`config.mk`:
```
export PLATFORM = sky130hd
export DESIGN_NAME = mdio_irq_pol_adapter
export DESIGN_NICKNAME = d
export VERILOG_FILES = /design/src/rtl/mdio_pol_pkg.sv /design/src/rtl/mdio_pol_sync.sv /design/src/rtl/mdio_pol_irq.sv /design/src/rtl/mdio_pol_frame.sv /design/src/rtl/mdio_irq_pol_adapter.sv
export SDC_FILE = /design/constraint.sdc
export NUM_CORES = 1
export LEC_CHECK = 0
export ABC_AREA = 0
export BUFFER_PORTS_ARGS = -buffer_cell sky130_fd_sc_hd__buf_2
export CORE_UTILIZATION = 65
export CTS_CLUSTER_DIAMETER = 120
export DETAILED_ROUTE_END_ITERATION = 10
export PLACE_DENSITY = 0.83
export RECOVER_POWER = 100
export SLEW_MARGIN = 20
export SYNTH_ARGS = -nofsm -noshare
export SYNTH_HDL_FRONTEND = slang
export SYNTH_SLANG_ARGS = --single-unit
```
`constraint.sdc`:
```
create_clock -name clk -period 5.85 [get_ports clk]
set_input_delay 0.2925 -clock clk [delete_from_list [all_inputs] [get_ports clk]]
set_output_delay 0.2925 -clock clk [all_outputs]
set_load 0.05 [all_outputs]
```
`src/rtl/mdio_pol_pkg.sv`:
```
package mdio_pol_pkg;

    // Frame decoder states, in the order a frame is received
    typedef enum logic [2:0] {
        ST_IDLE,
        ST_START,
        ST_HDR,
        ST_TA,
        ST_DATA
    } mdio_st_e;

    localparam logic [1:0] OP_WRITE = 2'b01;
    localparam logic [1:0] OP_READ  = 2'b10;
    localparam int         OP_W     = 2;
    localparam int         TA_BITS  = 2;

endpackage

```
`src/rtl/mdio_pol_sync.sv`:
```
module mdio_pol_sync #(
    parameter int WIDTH  = 1,
    parameter int STAGES = 2
) (
    input  logic             clk,
    input  logic             rst_n,
    input  logic [WIDTH-1:0] d_i,
    output logic [WIDTH-1:0] q_o
);

    logic [STAGES-1:0][WIDTH-1:0] stg_d, stg_q;

    always_comb begin
        stg_d[0] = d_i;
    end

    for (genvar g = 1; g < STAGES; g++) begin : g_chain
        always_comb begin
            stg_d[g] = stg_q[g-1];
        end
    end

    always_ff @(posedge clk or negedge rst_n) begin
        if (!rst_n) stg_q <= '0;
        else        stg_q <= stg_d;
    end

    assign q_o = stg_q[STAGES-1];

endmodule

```
`src/rtl/mdio_pol_irq.sv`:
```
module mdio_pol_irq #(
    parameter int STAGES = 2
) (
    input  logic clk,
    input  logic rst_n,
    input  logic irq_i,
    input  logic pol_i,
    output logic irq_o
);

    logic irq_s;

    mdio_pol_sync #(.WIDTH(1), .STAGES(STAGES)) irq_sync_i (
        .clk   (clk),
        .rst_n (rst_n),
        .d_i   (irq_i),
        .q_o   (irq_s)
    );

    // Inversion is applied after the synchronizer so the latency is fixed
    assign irq_o = irq_s ^ pol_i;

endmodule

```
`src/rtl/mdio_pol_frame.sv`:
```
module mdio_pol_frame
    import mdio_pol_pkg::*;
#(
    parameter int          DATA_W   = 16,
    parameter int          ADDR_W   = 5,
    parameter int          PRE_LEN  = 32,
    parameter logic [4:0]  PHY_ADDR = 5'h15,
    parameter logic [4:0]  REG_ADDR = 5'h00
) (
    input  logic              clk,
    input  logic              rst_n,
    input  logic              mdc_s,
    input  logic              mdio_s,
    output logic              mdio_o,
    output logic              mdio_oe_o,
    output logic [DATA_W-1:0] gcr_o,
    output logic              rd_hit_o
);

    localparam int HDR_W   = OP_W + 2 * ADDR_W;
    localparam int MAX_A   = (PRE_LEN > DATA_W) ? PRE_LEN : DATA_W;
    localparam int CNT_MAX = (MAX_A > HDR_W) ? MAX_A : HDR_W;
    localparam int CNT_W   = $clog2(CNT_MAX + 1);
    localparam logic [CNT_W-1:0] PRE_CNT  = CNT_W'(PRE_LEN);
    localparam logic [CNT_W-1:0] HDR_LAST = CNT_W'(HDR_W - 1);
    localparam logic [CNT_W-1:0] DAT_LAST = CNT_W'(DATA_W - 1);

    typedef struct packed {
        mdio_st_e          st;
        logic [CNT_W-1:0]  cnt;
        logic [HDR_W-1:0]  hdr;
        logic              rd_hit;
        logic              wr_hit;
        logic [DATA_W-1:0] shr;
        logic [DATA_W-1:0] gcr;
        logic              oe;
        logic              dout;
        logic              mdc_prev;
    } frame_s;

    frame_s fr_d, fr_q;

    logic              mdc_rise;
    logic [HDR_W-1:0]  hdr_full;
    logic [OP_W-1:0]   hdr_op;
    logic [ADDR_W-1:0] hdr_phy;
    logic [ADDR_W-1:0] hdr_reg;
    logic              hdr_match;

    always_comb begin
        fr_d      = fr_q;
        mdc_rise  = mdc_s & ~fr_q.mdc_prev;
        hdr_full  = {fr_q.hdr[HDR_W-2:0], mdio_s};
        hdr_op    = hdr_full[HDR_W-1 -: OP_W];
        hdr_phy   = hdr_full[2*ADDR_W-1 -: ADDR_W];
        hdr_reg   = hdr_full[ADDR_W-1:0];
        hdr_match = (hdr_phy == PHY_ADDR) && (hdr_reg == REG_ADDR);
        fr_d.mdc_prev = mdc_s;

        if (mdc_rise) begin
            unique case (fr_q.st)
                ST_IDLE: begin
                    // count consecutive ones; a zero after enough of them is the start bit
                    if (mdio_s) begin
                        if (fr_q.cnt != PRE_CNT) fr_d.cnt = fr_q.cnt + 1'b1;
                    end else if (fr_q.cnt == PRE_CNT) begin
                        fr_d.st  = ST_START;
                        fr_d.cnt = '0;
                    end else begin
                        fr_d.cnt = '0;
                    end
                end
                ST_START: begin
                    fr_d.cnt = '0;
                    fr_d.st  = mdio_s ? ST_HDR : ST_IDLE;
                end
                ST_HDR: begin
                    fr_d.hdr = hdr_full;
                    if (fr_q.cnt == HDR_LAST) begin
                        fr_d.rd_hit = hdr_match && (hdr_op == OP_READ);
                        fr_d.wr_hit = hdr_match && (hdr_op == OP_WRITE);
                        fr_d.st     = ST_TA;
                        fr_d.cnt    = '0;
                    end else begin
                        fr_d.cnt = fr_q.cnt + 1'b1;
                    end
                end
                ST_TA: begin
                    if (fr_q.cnt == '0) begin
                        fr_d.cnt = fr_q.cnt + 1'b1;
                        if (fr_q.rd_hit) begin
                            fr_d.oe   = 1'b1;
                            fr_d.dout = 1'b0;
                            fr_d.shr  = fr_q.gcr;
                        end
                    end else begin
                        fr_d.st  = ST_DATA;
                        fr_d.cnt = '0;
                        if (fr_q.rd_hit) begin
                            fr_d.dout = fr_q.shr[DATA_W-1];
                            fr_d.shr  = {fr_q.shr[DATA_W-2:0], 1'b0};
                        end
                    end
                end
                ST_DATA: begin
                    if (fr_q.rd_hit) begin
                        fr_d.dout = fr_q.shr[DATA_W-1];
                        fr_d.shr  = {fr_q.shr[DATA_W-2:0], 1'b0};
                    end else begin
                        fr_d.shr  = {fr_q.shr[DATA_W-2:0], mdio_s};
                    end
                    if (fr_q.cnt == DAT_LAST) begin
                        if (fr_q.wr_hit) fr_d.gcr = {fr_q.shr[DATA_W-2:0], mdio_s};
                        fr_d.st     = ST_IDLE;
                        fr_d.cnt    = '0;
                        fr_d.rd_hit = 1'b0;
                        fr_d.wr_hit = 1'b0;
                        fr_d.oe     = 1'b0;
                        fr_d.dout   = 1'b0;
                    end else begin
                        fr_d.cnt = fr_q.cnt + 1'b1;
                    end
                end
                default: begin
                    fr_d.st  = ST_IDLE;
                    fr_d.cnt = '0;
                end
            endcase
        end
    end

    always_ff @(posedge clk or negedge rst_n) begin
        if (!rst_n) begin
            fr_q    <= '0;
            fr_q.st <= ST_IDLE;
        end else begin
            fr_q <= fr_d;
        end
    end

    assign mdio_o    = fr_q.dout;
    assign mdio_oe_o = fr_q.oe;
    assign gcr_o     = fr_q.gcr;
    assign rd_hit_o  = fr_q.rd_hit;

endmodule

```
`src/rtl/mdio_irq_pol_adapter.sv`:
```
module mdio_irq_pol_adapter #(
    parameter int         DATA_W      = 16,
    parameter int         ADDR_W      = 5,
    parameter int         PRE_LEN     = 32,
    parameter int         SYNC_STAGES = 2,
    parameter int         POL_BIT     = 6,
    parameter logic [4:0] PHY_ADDR    = 5'h15,
    parameter logic [4:0] REG_ADDR    = 5'h00
) (
    input  logic clk,
    input  logic rst_n,
    input  logic mdc_i,
    input  logic mdio_i,
    output logic mdio_o,
    output logic mdio_oe_o,
    input  logic phy_irq_i,
    output logic mac_irq_o
);

    logic [1:0]        bus_s;
    logic [DATA_W-1:0] gcr_w;
    logic              rd_hit_w;

    // MDC and MDIO share one synchronizer so their relative timing is kept
    mdio_pol_sync #(.WIDTH(2), .STAGES(SYNC_STAGES)) bus_sync_i (
        .clk   (clk),
        .rst_n (rst_n),
        .d_i   ({mdc_i, mdio_i}),
        .q_o   (bus_s)
    );

    mdio_pol_frame #(
        .DATA_W   (DATA_W),
        .ADDR_W   (ADDR_W),
        .PRE_LEN  (PRE_LEN),
        .PHY_ADDR (PHY_ADDR),
        .REG_ADDR (REG_ADDR)
    ) frame_i (
        .clk       (clk),
        .rst_n     (rst_n),
        .mdc_s     (bus_s[1]),
        .mdio_s    (bus_s[0]),
        .mdio_o    (mdio_o),
        .mdio_oe_o (mdio_oe_o),
        .gcr_o     (gcr_w),
        .rd_hit_o  (rd_hit_w)
    );

    mdio_pol_irq #(.STAGES(SYNC_STAGES)) irq_i (
        .clk   (clk),
        .rst_n (rst_n),
        .irq_i (phy_irq_i),
        .pol_i (gcr_w[POL_BIT]),
        .irq_o (mac_irq_o)
    );

endmodule

```
==> qor.csv, run 1 <==
metric,value,unit
port_buffers,7,
vias_per_cell,6.03,
final_area,0.00321,mm2
syn-instance-count,257,
clock-sinks,63,
grt_max_degree,64,
fmax,249,MHz
async_flop_share,100,%
syn_avg_cell_area,11.6,um2
drc,0,
ir_drop,0.239,mV
met1_usage,30.0,%
grt_pass1_vias,1847,
powerDensity,313,mW/mm2
p_leak,1.41,nW
hold_slack,73.4,ps
critPathKind,flop to flop,
critical_path.max_stage_delay,2150,ps
hold_path_class,input port to flop,
rsz0062_at_grt,false,
synth.area.top_cells,"dfrtp_1, mux2_2, mux2i_1",
finalHoldViolCount,0,
drive_above_1_share,24.2,%
hold_depth,1,
grt_use_total,22.6,%
yosysTopAreaCell,dfrtp_1,
fin_worst_skew,10.6,ps
dieArea,0.00488,mm2
cts_tree,built,
hold_end,bus_sync_i.stg_d[3],
cp.arrival,4270,ps
critPathCaptureType,flop,
cts.hold.buffers_added,0,
wl_per_cell,15.9,um
finalSetupViolations,0,
start_util,68.2,%
h-tree-depth,3,
area_growth,7.49,%
post-route-min-period,4020,ps
clk_latency,330,ps
synth.top_cell.area_share,52.7,%
ant_nets,0,
fillers,283,
grt_overflow,0,
place.gp.congestion,0.834,
worstPathCellList,inv_1 -> ha_1 -> or4b_1 -> nor3_1 -> mux2i_1 -> a21oi_2,
slew_viol_final,82,
cts_buffers,9,
core_area,0.00438,mm2
reg2reg_from,frame_i.fr_q[49],
yosys-top-cells-count,"dfrtp_1, mux2_2, nor2_1",
maxCapViolCount,2,
routed_wl,5020,um
clk_pin_slew,70,ps
dr.pass1.iters,4,
vias,1904,
hpwlAfterDp,3150,um
diodes,0,
min_from,mdc_i,
clockBufferDepth,2,
synth_fp_nets,264,
yosysMostFrequentCell,dfrtp_1,
stdcell_count,316,
critPathSlowestCell,nor3_1,
cts-resized-gates,0,
grt.busiest_layer,met2,
period_share,68.7,%
maxSlewHeadroom,-111,%
reg2reg_depth,6,
dieWidth,69.8,um
synth_area,0.00299,mm2
tns,0,ps
synth-edff-count,0,
status,"finished, violations left",
ys_seq_area_share,52.7,%
grtUsageMet2,35.7,%
fin_ws,1830,ps
tightestPinTransition,3170,ps
place_ws,3280,ps
dp.cells,300,
std_cell_rows,24,
r2r_end,frame_i.fr_q[30],
ys.flop_type,dfrtp_1,
path_max_fanout,17,
layout.nets,266,
post_cts_buffers,0,
rrSetupSlack,1830,ps
use_met3,5.81,%
clockRootBuffer,clkbuf_8,
cp-start-kind,flop,
grt_pass1_wl,8460,um
ys_seq_elements,63,
drtIter0Drc,197,
fp.dieH,69.8,um
antenna_found_initial,0,
place_area,0.00298,mm2
critPathRequiredTime,6100,ps
violations,"capacitance limit, slew limit",
ys_types,48,
yosysWarnings,0,
boundaryPins,8,
-- power by group --
part	internal, W	switching (W)
Sequential	0.000447	0.0000221
Clock	0.000306	0.000161
Combinational	0.0000261	0.0000424
Total	0.000780	0.000226
-- cell usage in the layout (no fill, tap or decap), drive strengths merged, types with 4 or more instances in the layout --
cell type   n
dfrtp      63
mux2       28
nor2       26
a21oi      23
mux2i      18
clkbuf     15
nand2       9
nor3        8
inv         6
o21ai       6
nand3       5
buf         5
nand2b      4
a211oi      4
nor4b       4
-- flip-flops by register name, indices dropped and copies added, names as in the netlist --
register,count
bus_sync_i.q_o,2
frame_i.gcr_o,16
bus_sync_i.stg_d,2
irq_i.irq_sync_i.q_o,1
irq_i.irq_sync_i.stg_d,1
frame_i.rd_hit_o,1
frame_i.mdio_o,1
frame_i.mdio_oe_o,1
frame_i.fr_q,38
-- worst max-delay path: cells and delay by family (launching register included) --
family / cells / cell delay, ps
compound gates: 1 / 250
fa+ha+maj: 1 / 150
mux: 1 / 330
simple gates: 2 / 2710
buf+inv: 1 / 90
flops: 1 / 410
-- per-layer routing --
layer	vias up	share of wire, %
met3	6	3.8
met4	0	1.2
met2	37	49
met1	934	46
li1	927	-
met5	-	0
-- how the worst max path moves through the flow --
stage	from	to	slack, ps
global route	frame_i.fr_q[49]	frame_i.fr_q[33]	1600
CTS	frame_i.fr_q[49]	frame_i.fr_q[30]	3260
global placement	frame_i.fr_q[49]	frame_i.fr_q[34]	3330
finish	frame_i.fr_q[49]	frame_i.fr_q[30]	1830
detailed placement	frame_i.fr_q[49]	frame_i.fr_q[30]	3280
floorplan	frame_i.fr_q[49]	frame_i.fr_q[26]	3730
-- per-stage QoR --
stage	utilization [%]	total power, W
global placement	67.9	0.000542
CTS	73.7	0.00101
finish	73.3	0.00101
floorplan	-	0.000534
detailed placement	67.9	0.000544
global route	73.3	0.00104
-- kinds of logic after synthesis --
| group | Yosys count | synth area share, % |
|---|---|---|
| AND/OR/NAND/NOR | 76 | 13.9 |
| multiplexers | 46 | 16.6 |
| XOR/XNOR | 1 | 0.293 |
| AO/OA/AOI/OAI | 45 | 10.5 |
| adder cells (fa/ha/maj) | 2 | 0.837 |
| buffers and inverters | 24 | 5.15 |
| flip-flops | 63 | 52.7 |
-- final cells by class --
| class | instances | area [um2] | area share, % |
|---|---|---|---|
| Multi-Input combinational cell | 170 | 1250 | 39.0 |
| Inverter | 6 | 22.5 | 0.701 |
| Clock buffer | 11 | 151 | 4.71 |
| Timing Repair Buffer | 9 | 42.5 | 1.32 |
| Tap cell | 52 | 65.1 | 2.02 |
| Clock inverter | 5 | 104 | 3.23 |
| Sequential cell | 63 | 1580 | 49.0 |
(Power assumes the default switching activity.)
==> run 2, diff against run 1 <==
--- a/config.mk
+++ b/config.mk
@@ -7,10 +7,10 @@
 export LEC_CHECK = 0
 export ABC_AREA = 0
 export BUFFER_PORTS_ARGS = -buffer_cell sky130_fd_sc_hd__buf_2
-export CORE_UTILIZATION = 65
+export CORE_UTILIZATION = 61
 export CTS_CLUSTER_DIAMETER = 120
 export DETAILED_ROUTE_END_ITERATION = 10
-export PLACE_DENSITY = 0.83
+export PLACE_DENSITY = 0.78
 export RECOVER_POWER = 100
 export SLEW_MARGIN = 20
 export SYNTH_ARGS = -nofsm -noshare
==> constraint.sdc (replaced) <==
create_clock -name clk -period 4 [get_ports clk]
set_input_delay 0.2 -clock clk [delete_from_list [all_inputs] [get_ports clk]]
set_output_delay 0.2 -clock clk [all_outputs]
set_load 0.05 [all_outputs]
==> qor.csv, run 2 (synthesis gave the netlist of run 1 again) <==
metric,value,unit,change
status,"finished, violations left",,unchanged
violations,"capacitance limit, slew limit",,unchanged
path_max_fanout,17,,unchanged
rsz0062_at_grt,false,,unchanged
r2r_end,frame_i.fr_q[27],,was frame_i.fr_q[30]
h-tree-depth,3,,unchanged
top_layer,met4,,unchanged
drt-met1-wl,2430,um,was 2330 um
core_area,0.00472,mm2,was 0.00438 mm2
critPathKind,flop to flop,,unchanged
fin_worst_skew,5.53,ps,was 10.6 ps
fmax,329,MHz,was 249 MHz
p_seq_share,50.9,%,was 46.7%
final_cell_mix,"dfrtp_1, mux2_2, nor2_1",,unchanged
mostFrequentLayoutCell,dfrtp_1,,unchanged
clockRootBuffer,clkbuf_8,,unchanged
p_sw_share,23.6,%,was 22.5%
layout.nets,269,,was 266
met2WireLength,2270,um,was 2440 um
grt_pass1_vias,1795,,was 1847
clk_latency,320,ps,was 330 ps
post-route-min-period,3040,ps,was 4020 ps
area_growth,7.66,%,was 7.49%
ir_drop,0.309,mV,was 0.239 mV
met3_length,192,um,was 189 um
finalSetupViolations,0,,unchanged
post_cts_buffers,0,,unchanged
cts_buffers,9,,unchanged
grt_pass1_wl,8680,um,was 8460 um
dieWidth,72.0,um,was 69.8 um
ff_latch_area,0.00158,mm2,unchanged
critPathSlowestCell,nor3_2,,was nor3_1
reg2reg_depth,6,,unchanged
powerDensity,419,mW/mm2,was 313 mW/mm2
maxCapViolCount,2,,unchanged
p_leak,1.40,nW,was 1.41 nW
clk_pin_slew,60,ps,was 70 ps
rrSetupSlack,960,ps,was 1830 ps
power.switching,0.000317,W,was 0.000226 W
start_util,63.3,%,was 68.2%
wl_per_cell,14.9,um,was 15.9 um
port_buffers,7,,unchanged
cp-start-kind,flop,,unchanged
hold_path_class,flop to flop,,was input port to flop
clockBufferDepth,2,,unchanged
multi_input_area,0.00126,mm2,was 0.00125 mm2
worstPathCellList,inv_1 -> ha_1 -> or4b_1 -> nor3_2 -> mux2i_1 -> a21oi_2,,was inv_1 -> ha_1 -> or4b_1 -> nor3_1 -> mux2i_1 -> a21oi_2
fillers,339,,was 283
critical-path-top-delay-family,simple AND/OR/NAND/NOR gates,,unchanged
power,0.00135,W,was 0.00101 W
finalHoldViolCount,0,,unchanged
cts_tree,built,,unchanged
antenna_found_initial,0,,unchanged
critical_path.max_stage_delay,1250,ps,was 2150 ps
drive_above_1_share,22.9,%,was 24.2%
critPathCaptureType,flop,,unchanged
maxSlewHeadroom,-40.3,%,was -111%
tns,0,ps,unchanged
reg2reg_from,frame_i.fr_q[49],,unchanged
top_register,frame_i.fr_q,,unchanged
fp.dieH,72.0,um,was 69.8 um
boundaryPins,8,,unchanged
cp.arrival,3220,ps,was 4270 ps
tightestPinTransition,2100,ps,was 3170 ps
dieArea,0.00519,mm2,was 0.00488 mm2
dr.pass1.iters,4,,unchanged
vias,1899,,was 1904
routed_wl,4960,um,was 5020 um
grt_use_total,21.9,%,was 22.6%
period_share,76.0,%,was 68.7%
internal_power,0.00103,W,was 0.000780 W
grt_overflow,0,,unchanged
path_depth,6,,unchanged
drtIter0Drc,245,,was 197
std_cell_rows,25,,was 24
cts-resized-gates,0,,unchanged
vias_per_cell,5.70,,was 6.03
grt_max_degree,42,,was 64
cts.hold.buffers_added,3,,was 0
clock-sinks,63,,unchanged
path_buf_inv,1,,unchanged
largest_reg_flops,38,,unchanged
drc,0,,unchanged
ant_nets,0,,unchanged
critPathRequiredTime,4180,ps,was 6100 ps
place.gp.congestion,0.870,,was 0.834
slew_viol_final,60,,was 82
hpwlAfterDp,3180,um,was 3150 um
diodes,0,,unchanged
cp-startpoint,frame_i.fr_q[49],,unchanged
combPwrFrac,7.4,%,was 6.8%
p_clk_share,41.7,%,was 46.5%
crit_path_end,frame_i.fr_q[27],,was frame_i.fr_q[30]
## run 2: area by class of cell
| type | count | share of cell area (%) |
|---|---|---|
| clock buffers | 13 | 5.25 |
| clock inverters | 2 | 1.20 |
| inverters | 6 | 0.700 |
| multi-input cells | 170 | 39.1 |
| flip-flops and latches | 63 | 49.0 |
| well taps | 67 | 2.60 |
| repair buffers | 12 | 2.22 |
## run 2: through the flow
step	setup slack [ps]	utilization [%]	hold slack [ps]	instance area (um2)	instances
after floorplan	1880	-	-95.6	2990	257
after global placement	1460	63.4	308	3000	315
after detailed placement	1410	63.4	310	3000	315
after CTS	1390	68.5	14.5	3230	333
after global routing	744	68.2	357	3220	333
final	961	68.2	349	3220	333
## run 2: layer usage
metal | track usage (%) | vias up
li1 | - | 934
met2 | 32.2 | 43
met5 | 0 | -
met3 | 5.42 | 7
met4 | 7.84 | 0
met1 | 32.1 | 915
## run 2: how the worst min path moves through the flow
stage / start / end / slack [ps] / cells after the start
after CTS: rst_n / frame_i.gcr_o[13] / 10 / 1
final: bus_sync_i.stg_d[2] / bus_sync_i.q_o[0] / 350 / 0
after global routing: bus_sync_i.stg_d[3] / bus_sync_i.q_o[1] / 360 / 0
after global placement: mdc_i / bus_sync_i.stg_d[3] / 310 / 1
after detailed placement: phy_irq_i / irq_i.irq_sync_i.stg_d[1] / 310 / 1
after floorplan: rst_n / bus_sync_i.q_o[0] / -100 / 0
## run 2: power by group through the flow
stage | logic [W] | registers (W) | clock network (W)
finish | 0.0000995 | 0.000686 | 0.000561
global route | 0.000113 | 0.000691 | 0.000603
CTS | 0.000101 | 0.000686 | 0.000576
detailed placement | 0.0000975 | 0.000698 | 0
global placement | 0.0000966 | 0.000697 | 0
floorplan | 0.000104 | 0.000678 | 0
## run 2: worst register-to-register path, delay by kind of cell (launching register included)
family	cells	cell delay [ps]
buf+inv	1	90
simple gates	2	1830
compound gates	1	80
flops	1	410
fa+ha+maj	1	150
mux	1	340
